==> config.mk <==
export PLATFORM = sky130hd
export DESIGN_NAME = uart_irq_ident
export DESIGN_NICKNAME = d
export VERILOG_FILES = /design/src/rtl/uirq_pkg.sv /design/src/rtl/uirq_pend_bank.sv /design/src/rtl/uirq_enable_reg.sv /design/src/rtl/uirq_id_encode.sv /design/src/rtl/uart_irq_ident.sv
export SDC_FILE = /design/constraint.sdc
export NUM_CORES = 1
export LEC_CHECK = 0
export BUFFER_PORTS_ARGS = -buffer_cell sky130_fd_sc_hd__buf_2
export CAP_MARGIN = 0
export CORE_MARGIN = 3
export CORE_UTILIZATION = 39
export DETAILED_ROUTE_END_ITERATION = 7
export MAX_ROUTING_LAYER = met4
export PLACE_DENSITY_LB_ADDON = 0.08
export RECOVER_POWER = 100
export SYNTH_ARGS = -nofsm -noshare
export SYNTH_HDL_FRONTEND = slang
export SYNTH_HIERARCHICAL = 1
export SYNTH_SLANG_ARGS = --single-unit
==> constraint.sdc <==
create_clock -name clk -period 1.6 [get_ports clk]
set_input_delay 0 -clock clk [delete_from_list [all_inputs] [get_ports clk]]
set_output_delay 0 -clock clk [all_outputs]
set_load 0.01 [all_outputs]
==> src/rtl/uirq_pkg.sv <==
// Shared constants for the UART interrupt identifier.
// Cause indices match the enable-register bit order for the four
// programmable causes; the receive timeout takes the extra index.
package uirq_pkg;
    localparam int NSRC      = 5;
    localparam int EN_W      = 4;
    localparam int IDX_RXD   = 0;
    localparam int IDX_THRE  = 1;
    localparam int IDX_LINE  = 2;
    localparam int IDX_MODEM = 3;
    localparam int IDX_RXTO  = 4;

    typedef enum logic [2:0] {
        ID_MODEM = 3'b000,
        ID_THRE  = 3'b001,
        ID_RXD   = 3'b010,
        ID_LINE  = 3'b011,
        ID_RXTO  = 3'b110
    } id_code_e;

    // Causes from most to least urgent.
    localparam int PRIO [NSRC] = '{IDX_LINE, IDX_RXTO, IDX_RXD, IDX_THRE, IDX_MODEM};

    // Identification code for one cause index.
    function automatic id_code_e code_of(input int idx);
        case (idx)
            IDX_LINE: return ID_LINE;
            IDX_RXTO: return ID_RXTO;
            IDX_RXD:  return ID_RXD;
            IDX_THRE: return ID_THRE;
            default:  return ID_MODEM;
        endcase
    endfunction
endpackage

==> src/rtl/uirq_pend_bank.sv <==
// Pending flags, one per cause.
// Assumes set and clear are single-cycle pulses; set wins a collision.
module uirq_pend_bank #(
    parameter int NSRC = 5
) (
    input  logic            clk,
    input  logic            rst_n,
    input  logic [NSRC-1:0] set_i,
    input  logic [NSRC-1:0] clr_i,
    output logic [NSRC-1:0] pend_o
);
    for (genvar g = 0; g < NSRC; g++) begin : g_flag
        // Hold, set or clear one flag; set has precedence.
        always_ff @(posedge clk) begin
            if (!rst_n)
                pend_o[g] <= 1'b0;
            else if (set_i[g])
                pend_o[g] <= 1'b1;
            else if (clr_i[g])
                pend_o[g] <= 1'b0;
        end
    end
endmodule

==> src/rtl/uirq_enable_reg.sv <==
// Interrupt enable register with the implied receive-timeout enable.
// Assumes fifo_en is sampled only when the register is written.
module uirq_enable_reg #(
    parameter int EN_W   = 4,
    parameter int DATA_W = 8,
    parameter int RXD_BIT = 0
) (
    input  logic              clk,
    input  logic              rst_n,
    input  logic              wr_i,
    input  logic [DATA_W-1:0] wdata_i,
    input  logic              fifo_en_i,
    output logic [EN_W-1:0]   en_o,
    output logic              en_to_o,
    output logic [DATA_W-1:0] rdata_o
);
    localparam int PAD_W = DATA_W - EN_W;

    // Store the low enable bits and derive the timeout enable on write.
    always_ff @(posedge clk) begin
        if (!rst_n) begin
            en_o    <= '0;
            en_to_o <= 1'b0;
        end else if (wr_i) begin
            en_o    <= wdata_i[EN_W-1:0];
            en_to_o <= fifo_en_i & wdata_i[RXD_BIT];
        end
    end

    // Read value: stored bits, upper bits zero.
    always_comb rdata_o = {{PAD_W{1'b0}}, en_o};
endmodule

==> src/rtl/uirq_id_encode.sv <==
// Priority encoder producing the identification byte.
// Assumes the input is already masked by the enables.
module uirq_id_encode #(
    parameter int DATA_W = 8
) (
    input  logic [uirq_pkg::NSRC-1:0] masked_i,
    input  logic                      fifo_en_i,
    output logic [DATA_W-1:0]         id_o,
    output logic                      any_o,
    output logic                      is_thre_o
);
    import uirq_pkg::*;

    id_code_e code;

    // Walk from least to most urgent so the most urgent match remains.
    always_comb begin
        code = ID_MODEM;
        for (int k = NSRC - 1; k >= 0; k--) begin
            if (masked_i[PRIO[k]])
                code = code_of(PRIO[k]);
        end
    end

    // Assemble the byte: FIFO status, zero gap, code, no-pending flag.
    always_comb begin
        any_o     = |masked_i;
        is_thre_o = any_o && (code == ID_THRE);
        id_o      = '0;
        id_o[7:6] = {2{fifo_en_i}};
        id_o[3:1] = any_o ? code : 3'b000;
        id_o[0]   = ~any_o;
    end
endmodule

==> src/rtl/uart_irq_ident.sv <==
// UART interrupt identifier: pending flags, enables, priority code, IRQ.
// Assumes callers pulse set/clear for one cycle and read strobes last
// one cycle; iir_rdata is valid combinationally in the read cycle.
module uart_irq_ident #(
    parameter int DATA_W = 8
) (
    input  logic                      clk,
    input  logic                      rst_n,
    input  logic [uirq_pkg::NSRC-1:0] src_set,
    input  logic [uirq_pkg::NSRC-1:0] src_clr,
    input  logic                      ier_wr,
    input  logic [DATA_W-1:0]         ier_wdata,
    output logic [DATA_W-1:0]         ier_rdata,
    input  logic                      iir_rd,
    output logic [DATA_W-1:0]         iir_rdata,
    input  logic                      fifo_en,
    input  logic                      tx_fifo_empty,
    input  logic                      out2,
    output logic                      irq,
    output logic                      irq_oe
);
    import uirq_pkg::*;

    localparam logic [NSRC-1:0] THRE_MASK = {{(NSRC-1){1'b0}}, 1'b1} << IDX_THRE;

    logic [NSRC-1:0] pend, masked, set_all, clr_all;
    logic [EN_W-1:0] en;
    logic            en_to, any_pend, is_thre, thre_rearm, thre_ack;

    uirq_enable_reg #(
        .EN_W(EN_W), .DATA_W(DATA_W), .RXD_BIT(IDX_RXD)
    ) u_en (
        .clk(clk), .rst_n(rst_n), .wr_i(ier_wr), .wdata_i(ier_wdata),
        .fifo_en_i(fifo_en), .en_o(en), .en_to_o(en_to), .rdata_o(ier_rdata)
    );

    // Extra set/clear terms for transmit-empty: re-arm and read acknowledge.
    always_comb begin
        thre_rearm = ier_wr & ier_wdata[IDX_THRE] & tx_fifo_empty;
        thre_ack   = iir_rd & is_thre;
        set_all    = src_set | (thre_rearm ? THRE_MASK : '0);
        clr_all    = src_clr | (thre_ack   ? THRE_MASK : '0);
    end

    uirq_pend_bank #(.NSRC(NSRC)) u_pend (
        .clk(clk), .rst_n(rst_n), .set_i(set_all), .clr_i(clr_all), .pend_o(pend)
    );

    // Mask pending flags with stored and implied enables.
    always_comb masked = pend & {en_to, en};

    uirq_id_encode #(.DATA_W(DATA_W)) u_enc (
        .masked_i(masked), .fifo_en_i(fifo_en),
        .id_o(iir_rdata), .any_o(any_pend), .is_thre_o(is_thre)
    );

    // Request line: driven only while the output gate is set.
    always_comb begin
        irq_oe = out2;
        irq    = out2 & any_pend;
    end
endmodule

Word level (Yosys, flattened, before mapping)
Index checks and enable logic that the tools add are counted.
- register bits: 10
- input bits: 25
- output and inout port bits: 18
- word-level logic and storage cells: 41
- eq/ne operators: 1
- muxes and demuxes: 17
- bitwise operators: 9
- reduce and logical (&&, ||, !) cells: 7
- operators with widths (kind ; number):
    $mux 1 ; 11
    $or 5x2->5 ; 2
    $reduce_bool 2->1 ; 5
    $mux 3 ; 3
    $mux 2 ; 3
    $and 1x1->1 ; 5
    $and 5x5->5 ; 1
    $reduce_or 5->1 ; 1
    $eq 3x1->1 const B ; 1
    $logic_and 1x1->1 ; 1
    $not 1->1 ; 1

Longest topological paths before layout
Gate-level depths: netlist of run 1.
- depth after elaboration: 12
- mapped depth: 6
- depth with buffers taken out: 6

Modules after synthesis
The synthesis of run 1 kept the hierarchy.
- modules (own cells, without submodules) (module ; instances ; cells each ; area an instance (um2) ; sequential area each (um2)):
    uirq_enable_reg ; 1 ; 26 ; 257.7 ; 100.1
    uirq_pend_bank ; 1 ; 15 ; 206.4 ; 100.1
    uirq_id_encode ; 1 ; 13 ; 85.1 ; 0.0
    uart_irq_ident ; 1 ; 9 ; 61.3 ; 0.0

Worst setup path after synthesis of run 1
OpenSTA, ideal clock, no wires.
- path type: flip-flop to flip-flop
- start point: register u_pend.pend_o[2]
- end point: register u_pend.pend_o[1]
- setup time: 0.115 ns
- arrival time: 1.281 ns
- required time: 1.485 ns
- setup slack: 0.205 ns
- stages on the path, launching flop included: 7
- path buffers: 0
- period minus slack after synthesis: 1.395 ns
- cell sequence: dfxtp_1 -> and2_1 -> or3_4 -> nor2_1 -> a21o_1 -> nor2b_4 -> o21a_1
- word-level cells in the longest chain between the ends: 8
- elaborated cells between the ends (all ways): 9
- those cells by class: eq/ne (1); mux (2); bitwise (3); reduce/logical (3)
- RTL lines (what ; line ; RTL):
    from (decl) ; uirq_pend_bank.sv:10 ; output logic [NSRC-1:0] pend_o
    from (signal, indexed assignment) ; uirq_pend_bank.sv:16 ; pend_o[g] <= 1'b0;
    from (signal, indexed assignment) ; uirq_pend_bank.sv:18 ; pend_o[g] <= 1'b1;
    from (signal, indexed assignment) ; uirq_pend_bank.sv:20 ; pend_o[g] <= 1'b0;
    $and 5x5->5 * ; uart_irq_ident.sv:50 ; always_comb masked = pend & {en_to, en};
    net masked[2] ; uart_irq_ident.sv:26 ; logic [NSRC-1:0] pend, masked, set_all, clr_all;
    $mux 3 ; uirq_id_encode.sv:20 ; if (masked_i[PRIO[k]])
    $eq 3x1->1 ; uirq_id_encode.sv:28 ; is_thre_o = any_o && (code == ID_THRE);
    $logic_and 1x1->1 * ; uirq_id_encode.sv:28 ;
    net is_thre ; uart_irq_ident.sv:28 ; logic en_to, any_pend, is_thre, thre_rearm, thre_ack;
    $and 1x1->1 * ; uart_irq_ident.sv:40 ; thre_ack = iir_rd & is_thre;
    $mux 2 * ; uart_irq_ident.sv:42 ; clr_all = src_clr | (thre_ack ? THRE_MASK : '0);
    $or 5x2->5 * ; uart_irq_ident.sv:42 ;
    net clr_all[1] ; uart_irq_ident.sv:26 ;
    $reduce_bool 2->1 (no line) * ; -- ;
The timed path passes the listed nets; every way through them passes the cells marked *.
A chain may end at the register's enable or synchronous reset.

Worst setup path in the final report of run 1
- start point: register u_pend.pend_o[0]
- end point: output irq
- word-level cells in the longest chain between the ends: 3
- RTL lines (what ; line ; RTL):
    $and 5x5->5 ; uart_irq_ident.sv:50 ;
    net masked[0] ; uart_irq_ident.sv:26 ;
    $reduce_or 5->1 ; uirq_id_encode.sv:27 ; any_o = |masked_i;
    net any_pend ; uart_irq_ident.sv:28 ;
    $and 1x1->1 ; uart_irq_ident.sv:60 ; irq = out2 & any_pend;
    to (decl) ; uart_irq_ident.sv:19 ; output logic irq,
The timed path passes the listed nets, and every way through them passes these cells.

==> metrics.md, run 1 <==
| Metric | Value |
|---|---|
| Reg power frac | 48.6% |
| Gate power share | 22.0% |
| Root buf cell | clkbuf_4 |
| Residual DRC count | 0 |
| DR pass1 iterations | 2 |
| Clock sinks | 10 |
| Switching power | 0.140 mW |
| Register area | 201 um2 |
| TritonCTS clock tree | yes |
| DIE WIDTH | 45.6 um |
| Critical Path Source Type | flip-flop |
| RSZ-0062 raised after global routing | yes |
| Average wire per standard cell | 10.4 um |
| Non-Filler Instances | 111 |
| Syn Inst Count | 63 |
| Hold_ws | 0.00736 ns |
| Required time at the worst-slack endpoint | 1.60 ns |
| Failing checks | setup timing |
| Post-synthesis cell type count | 21 |
| Cell taking the most area after synthesis | dfxtp_1 |
| Class of the worst hold path | input pin to flip-flop |
| Most common cell after layout, fill and taps aside | buf_2 |
| PD cells | 719 mW/mm2 |
| #FFs+latches synth | 10 |
| TNS Setup | -0.0595 ns |
| Synth top area share | 32.8% |
| Post-Syn Area | 611 um2 |
| Pint | 0.421 mW |
| Max Cap Viol | 0 |
| Antenna cells | 0 |
| Fin util | 56.5% |
| CTS Buffer Depth | 2 |
| Fill cells | 130 |
| Share of cells above drive strength 1 | 41.7% |
| Crit path max fanout | 2 |
| Clock share of power | 29.5% |
| Average size of a mapped cell | 9.69 um2 |
| Synth area leaders | dfxtp_1 33%, buf_4 16%, nor2b_4 11% |
| Gr usage total | 12.9% |
| Fin crit share | 104% |
| H-tree Lvls | 1 |
| Port bufs | 32 |
| Total core area | 0.00138 mm2 |
| Clock-pin slew on the worst setup and hold paths | 0.06 ns |
| Total wire length | 1150 um |
| Worst setup EP type | output port |
| Status | finished with violations |
| Vias in the first global route | 456 |
| Nets | 123 |
| Register area share after synthesis | 32.8% |
| Area of the multi-input gates | 305 um2 |
| Grt ovf | 0 |
| Die height | 45.6 um |
| RePlAce Congestion | 0.678 |
| Via/cell ratio | 4.29 |
| DRT iter0 DRCs | 9 |
| Die area | 0.00208 mm2 |
| Fmax | 603 MHz |
| Number of setup violations in the final report | 1 |
| Placement Rows | 13 |
| Largest net degree at the start of global routing | 12 |
| Most frequent cells in the layout | 25 x buf_2, 9 x dfxtp_1, 7 x dlygate4sd3_1, 7 x clkbuf_1, 6 x conb_1 |
| Critical Setup Path Class | flip-flop to output port |
| Vias post-DR | 476 |
| First-pass GRT wire length | 1840 um |
| Sw Ratio | 24.9% |
| Initial antenna violation count | 0 |
| Initial Utilization | 44.2% |
| Setup slack after layout | -0.0595 ns |
| Endpoints failing hold | 0 |
| Min Tclk post-route | 1.66 ns |
| Fin Clk Skew | 0.00334 ns |
| Worst VDD drop | 0.444 mV |
| Synth warnings | 6 |
| CTS buffer count | 3 |
| Crit path DAT | 1.66 ns |
| Clk_lat worst skew | 0.26 ns |
| Lkg Pwr | 0.388 nW |
| Final Slew Violations | 0 |
| P&R area growth vs syn | 27.9% |
| Final ANT Viol Nets | 0 |
| Cell count after placement | 100 |
| Ports | 43 |
metrics by stage:
step	power, mW	setup WS, ns	instance area, um2
final	0.561	-0.0595	781
after global routing	0.597	-0.114	781
after CTS	0.578	-0.0697	798
after detailed placement	0.393	0.177	696
after global placement	0.391	0.187	696
after floorplan	0.366	0.205	626
power groups by stage:
stage	registers (mW)	logic [mW]	clock network [mW]
finish	0.273	0.123	0.165
global route	0.274	0.139	0.184
CTS	0.272	0.131	0.176
detailed placement	0.277	0.115	0
global placement	0.277	0.114	0
floorplan	0.276	0.0904	0
logic make-up (layout without fill, tap and decap cells):
family | Yosys count | in the layout | synth area share, %
and+or+nand+nor | 24 | 24 | 30.7
other | 2 | 6 | 1.23
DFF | 10 | 10 | 32.8
buffers and inverters | 15 | 44 | 18.4
muxes | 4 | 4 | 6.56
AOI/OAI and AO/OA | 8 | 8 | 10.2
Yosys cell counts:
cell	number
nand4_1	1
nor3_1	1
or3_4	1
nor2b_4	5
buf_4	13
nand2_1	1
conb_1	2
nand3b_1	1
a31o_1	1
o21a_1	5
dfxtp_1	10
nor2_1	2
inv_1	1
a21o_1	1
mux2i_1	4
a21o_2	1
or3_1	1
buf_6	1
and2b_2	1
nor2b_1	4
and2_1	6
per-layer routing:
layer | vias to the layer above | GRT usage (%) | wire, um
met2 | 27 | 20.6 | 526
met3 | 0 | 5.93 | 148
met1 | 197 | 14.3 | 476
met4 | 0 | 3.51 | 0
li1 | 252 | - | -
met5 | - | - | 0
worst max-delay path: stages (launching register included):
cell and delay, ns:
dfxtp_2 0.32, and2_4 0.15, or3_4 0.38, or3_1 0.29
and2_1 0.13, buf_2 0.13
final cells by class:
type	count	area share (%)
multi-input combinational	42	39.1
sequential	10	25.8
inverter	1	0.481
tap	15	2.40
clock buffer	3	2.88
timing repair buffer	40	29.3
flip-flops by register name (all words and copies together), names as in the netlist:
| name | flops |
|---|---|
| u_en/en_to_o | 1 |
| u_en/en_o | 4 |
| u_pend/pend_o | 5 |
repair_timing:
item	in CTS	in global routing
endpoints found under the hold margin	6	0
hold buffers	7	0
gates cloned	0	0
pin swaps	1	0
setup buffers	1	0
endpoints found under the setup margin	1	2
gates resized for setup	1	3
worst paths after layout:
check | start | end | slack [ns] | cells past startpoint
worst max register to register | u_pend/pend_o[0] | u_pend/pend_o[1] | 0.08 | 7
worst max-delay path | u_pend/pend_o[0] | irq | -0.06 | 5
worst min-delay path | ier_wdata[3] | u_en/en_o[3] | 0.007 | 3
worst min register to register | u_en/en_to_o | u_en/en_to_o | 0.48 | 2
(Power assumes the default switching activity.)
==> inputs of run 2 (changes only) <==
--- a/config.mk
+++ b/config.mk
@@ -10,6 +10,7 @@
 export CORE_MARGIN = 3
 export CORE_UTILIZATION = 39
 export DETAILED_ROUTE_END_ITERATION = 7
+export GPL_TIMING_DRIVEN = 0
 export MAX_ROUTING_LAYER = met4
 export PLACE_DENSITY_LB_ADDON = 0.08
 export RECOVER_POWER = 100
==> metrics.md, run 2 (synthesis gave the netlist of run 1 again) <==
| Metric | Value |
|---|---|
| Die area | 0.00208 mm2 (unchanged) |
| Worst VDD drop | 0.528 mV (+19%) |
| Status | finished with violations |
| Fmax | 601 MHz (-0.26%) |
| Metal2 WL | 541 um (+2.9%) |
| Register area | 203 um2 (+0.62%) |
| Max Cap Viol | 0 (unchanged) |
| Average wire per standard cell | 9.47 um (-8.7%) |
| TNS Setup | -0.0639 ns (-0.00433 ns) |
| Area of the multi-input gates | 315 um2 (+3.3%) |
| Clock sinks | 10 (unchanged) |
| Critical Path Source Type | flip-flop |
| Wire length on met3 | 116 um (-22%) |
| Initial antenna violation count | 0 (unchanged) |
| RSZ-0062 raised after global routing | yes |
| Vias post-DR | 521 (+9.5%) |
| Port bufs | 32 (unchanged) |
| Root buf cell | clkbuf_4 |
| Total core area | 0.00138 mm2 (unchanged) |
| Fin crit share | 104% (+0.27 points) |
| DRT iter0 DRCs | 6 (-3) |
| Overall Power | 0.652 mW (+16%) |
| H-tree Lvls | 1 (unchanged) |
| DR pass1 iterations | 4 (+2) |
| CTS Buffer Depth | 2 (unchanged) |
| Endpoints failing hold | 0 (unchanged) |
| CP Cell Sequence | and2_4 -> or3_4 -> or3_1 -> and2_1 -> buf_2 |
| Max reg flops | 5 (unchanged) |
| Via/cell ratio | 4.20 (-2.0%) |
| Die height | 45.6 um (unchanged) |
| Placement Rows | 13 (unchanged) |
| Gr usage total | 13.1% (+0.19 points) |
| Worst setup EP type | output port |
| Grt ovf | 0 (unchanged) |
| Class of the worst hold path | input pin to flip-flop |
| Clk_lat worst skew | 0.26 ns (about the same) |
| Lkg Pwr | 0.469 nW (+21%) |
| Setup slack after layout | -0.0639 ns (-0.00433 ns) |
| Antenna cells | 0 (unchanged) |
| Final HPWL DP | 880 um |
| Crit path max fanout | 2 (unchanged) |
| Final ANT Viol Nets | 0 (unchanged) |
| WHS Path Cells | 3 (unchanged) |
| CTS buffer count | 3 (unchanged) |
| Non-Filler Instances | 124 (+12%) |
| Ports | 43 (unchanged) |
| First-pass GRT wire length | 1880 um (+1.8%) |
| Clock-pin slew on the worst setup and hold paths | 0.07 ns (about the same) |
| Share of cells above drive strength 1 | 53.2% (+12 points) |
| Hold_ws | 0.00372 ns (-0.00364 ns) |
| R2R cell count | 7 (unchanged) |
| Most common cell after layout, fill and taps aside | buf_2 |
| Register name with the most flops | u_pend/pend_o |
| PD cells | 729 mW/mm2 (+1.5%) |
| Total wire length | 1170 um (+2.0%) |
| Most frequent cells in the layout | 25 x buf_2, 14 x buf_4, 8 x dfxtp_1, 7 x clkbuf_1, 6 x conb_1 |
| DIE WIDTH | 45.6 um (unchanged) |
| TritonCTS clock tree | yes |
| Slowest CP cell | or3_4 |
| Crit path DAT | 1.66 ns (about the same) |
| Register-to-Register Setup Slack | 0.08 ns (about the same) |
| Largest net degree at the start of global routing | 12 (unchanged) |
| Cell count after placement | 114 (+14%) |
| Initial Utilization | 44.2% (unchanged) |
| RePlAce Congestion | 0.681 (+0.43%) |
| Fin Clk Skew | 0.00100 ns (-0.00234 ns) |
| Failing checks | setup timing |
| CP peak stage delay | 0.38 ns (about the same) |
| Fill cells | 132 (+1.5%) |
| Nets | 135 (+9.8%) |
| Required time at the worst-slack endpoint | 1.60 ns (about the same) |
| Top layer in use | met4 |
| Final Slew Violations | 0 (unchanged) |
| Residual DRC count | 0 (unchanged) |
| Min Tclk post-route | 1.66 ns (+0.00433 ns) |
| M1 WL | 498 um (+4.6%) |
| Number of setup violations in the final report | 1 (unchanged) |
| Critical Setup Path Class | flip-flop to output port |
| Vias in the first global route | 460 (+0.88%) |
| Biggest regs | u_pend/pend_o x5, u_en/en_o x4, u_en/en_to_o x1 |
| P&R area growth vs syn | 46.5% |
==> run 2: repair_timing <==
item,4_1_cts,5_1_grt
hold buffers,5,0
setup endpoints to repair,1,3
gates resized for setup,2,5
setup buffers,1,0
pin swaps,1,1
hold endpoints to repair,5,0
==> run 2: report_power, final <==
| part | total [mW] | internal [mW] | switching (mW) |
|---|---|---|---|
| clock | 0.230 | 0.138 | 0.0916 |
| combinational | 0.150 | 0.0918 | 0.0583 |
| sequential | 0.273 | 0.265 | 0.00785 |
| total | 0.652 | 0.495 | 0.158 |
==> run 2: worst max-delay path: cells and delay by family (launching register included) <==
family	cells	cell delay [ns]
buffers and inverters	1	0.13
flip-flops	1	0.32
AND/OR/NAND/NOR	4	0.95
==> run 2: final timing paths <==
path               startpoint          endpoint
max          u_pend/pend_o[0]               irq
min reg2reg      u_en/en_to_o      u_en/en_to_o
min              ier_wdata[3]      u_en/en_o[3]
max reg2reg  u_pend/pend_o[0]  u_pend/pend_o[1]
==> run 2: metal layers <==
metal	up-vias	GRT usage, %
met5	-	-
met3	2	2.37
met1	214	15.8
li1	280	-
met2	25	20.3
met4	0	7.02
==> run 2: cell type report <==
type | count | share of cell area (%)
buffer | 14 | 12.2
clock buffer | 4 | 4.06
inverter | 1 | 0.420
multi-input combinational | 42 | 35.2
sequential | 10 | 22.7
tap | 15 | 2.10
timing repair buffer | 38 | 23.4
==> run 2: stage by stage <==
step / setup WS, ns / area, um2 / util (%)
after global routing: -0.128 / 895 / 64.7
final: -0.0639 / 895 / 64.7
after CTS: -0.0761 / 902 / 65.2
after floorplan: 0.205 / 626 / -
after global placement: 0.192 / 805 / 58.2
after detailed placement: 0.174 / 805 / 58.2
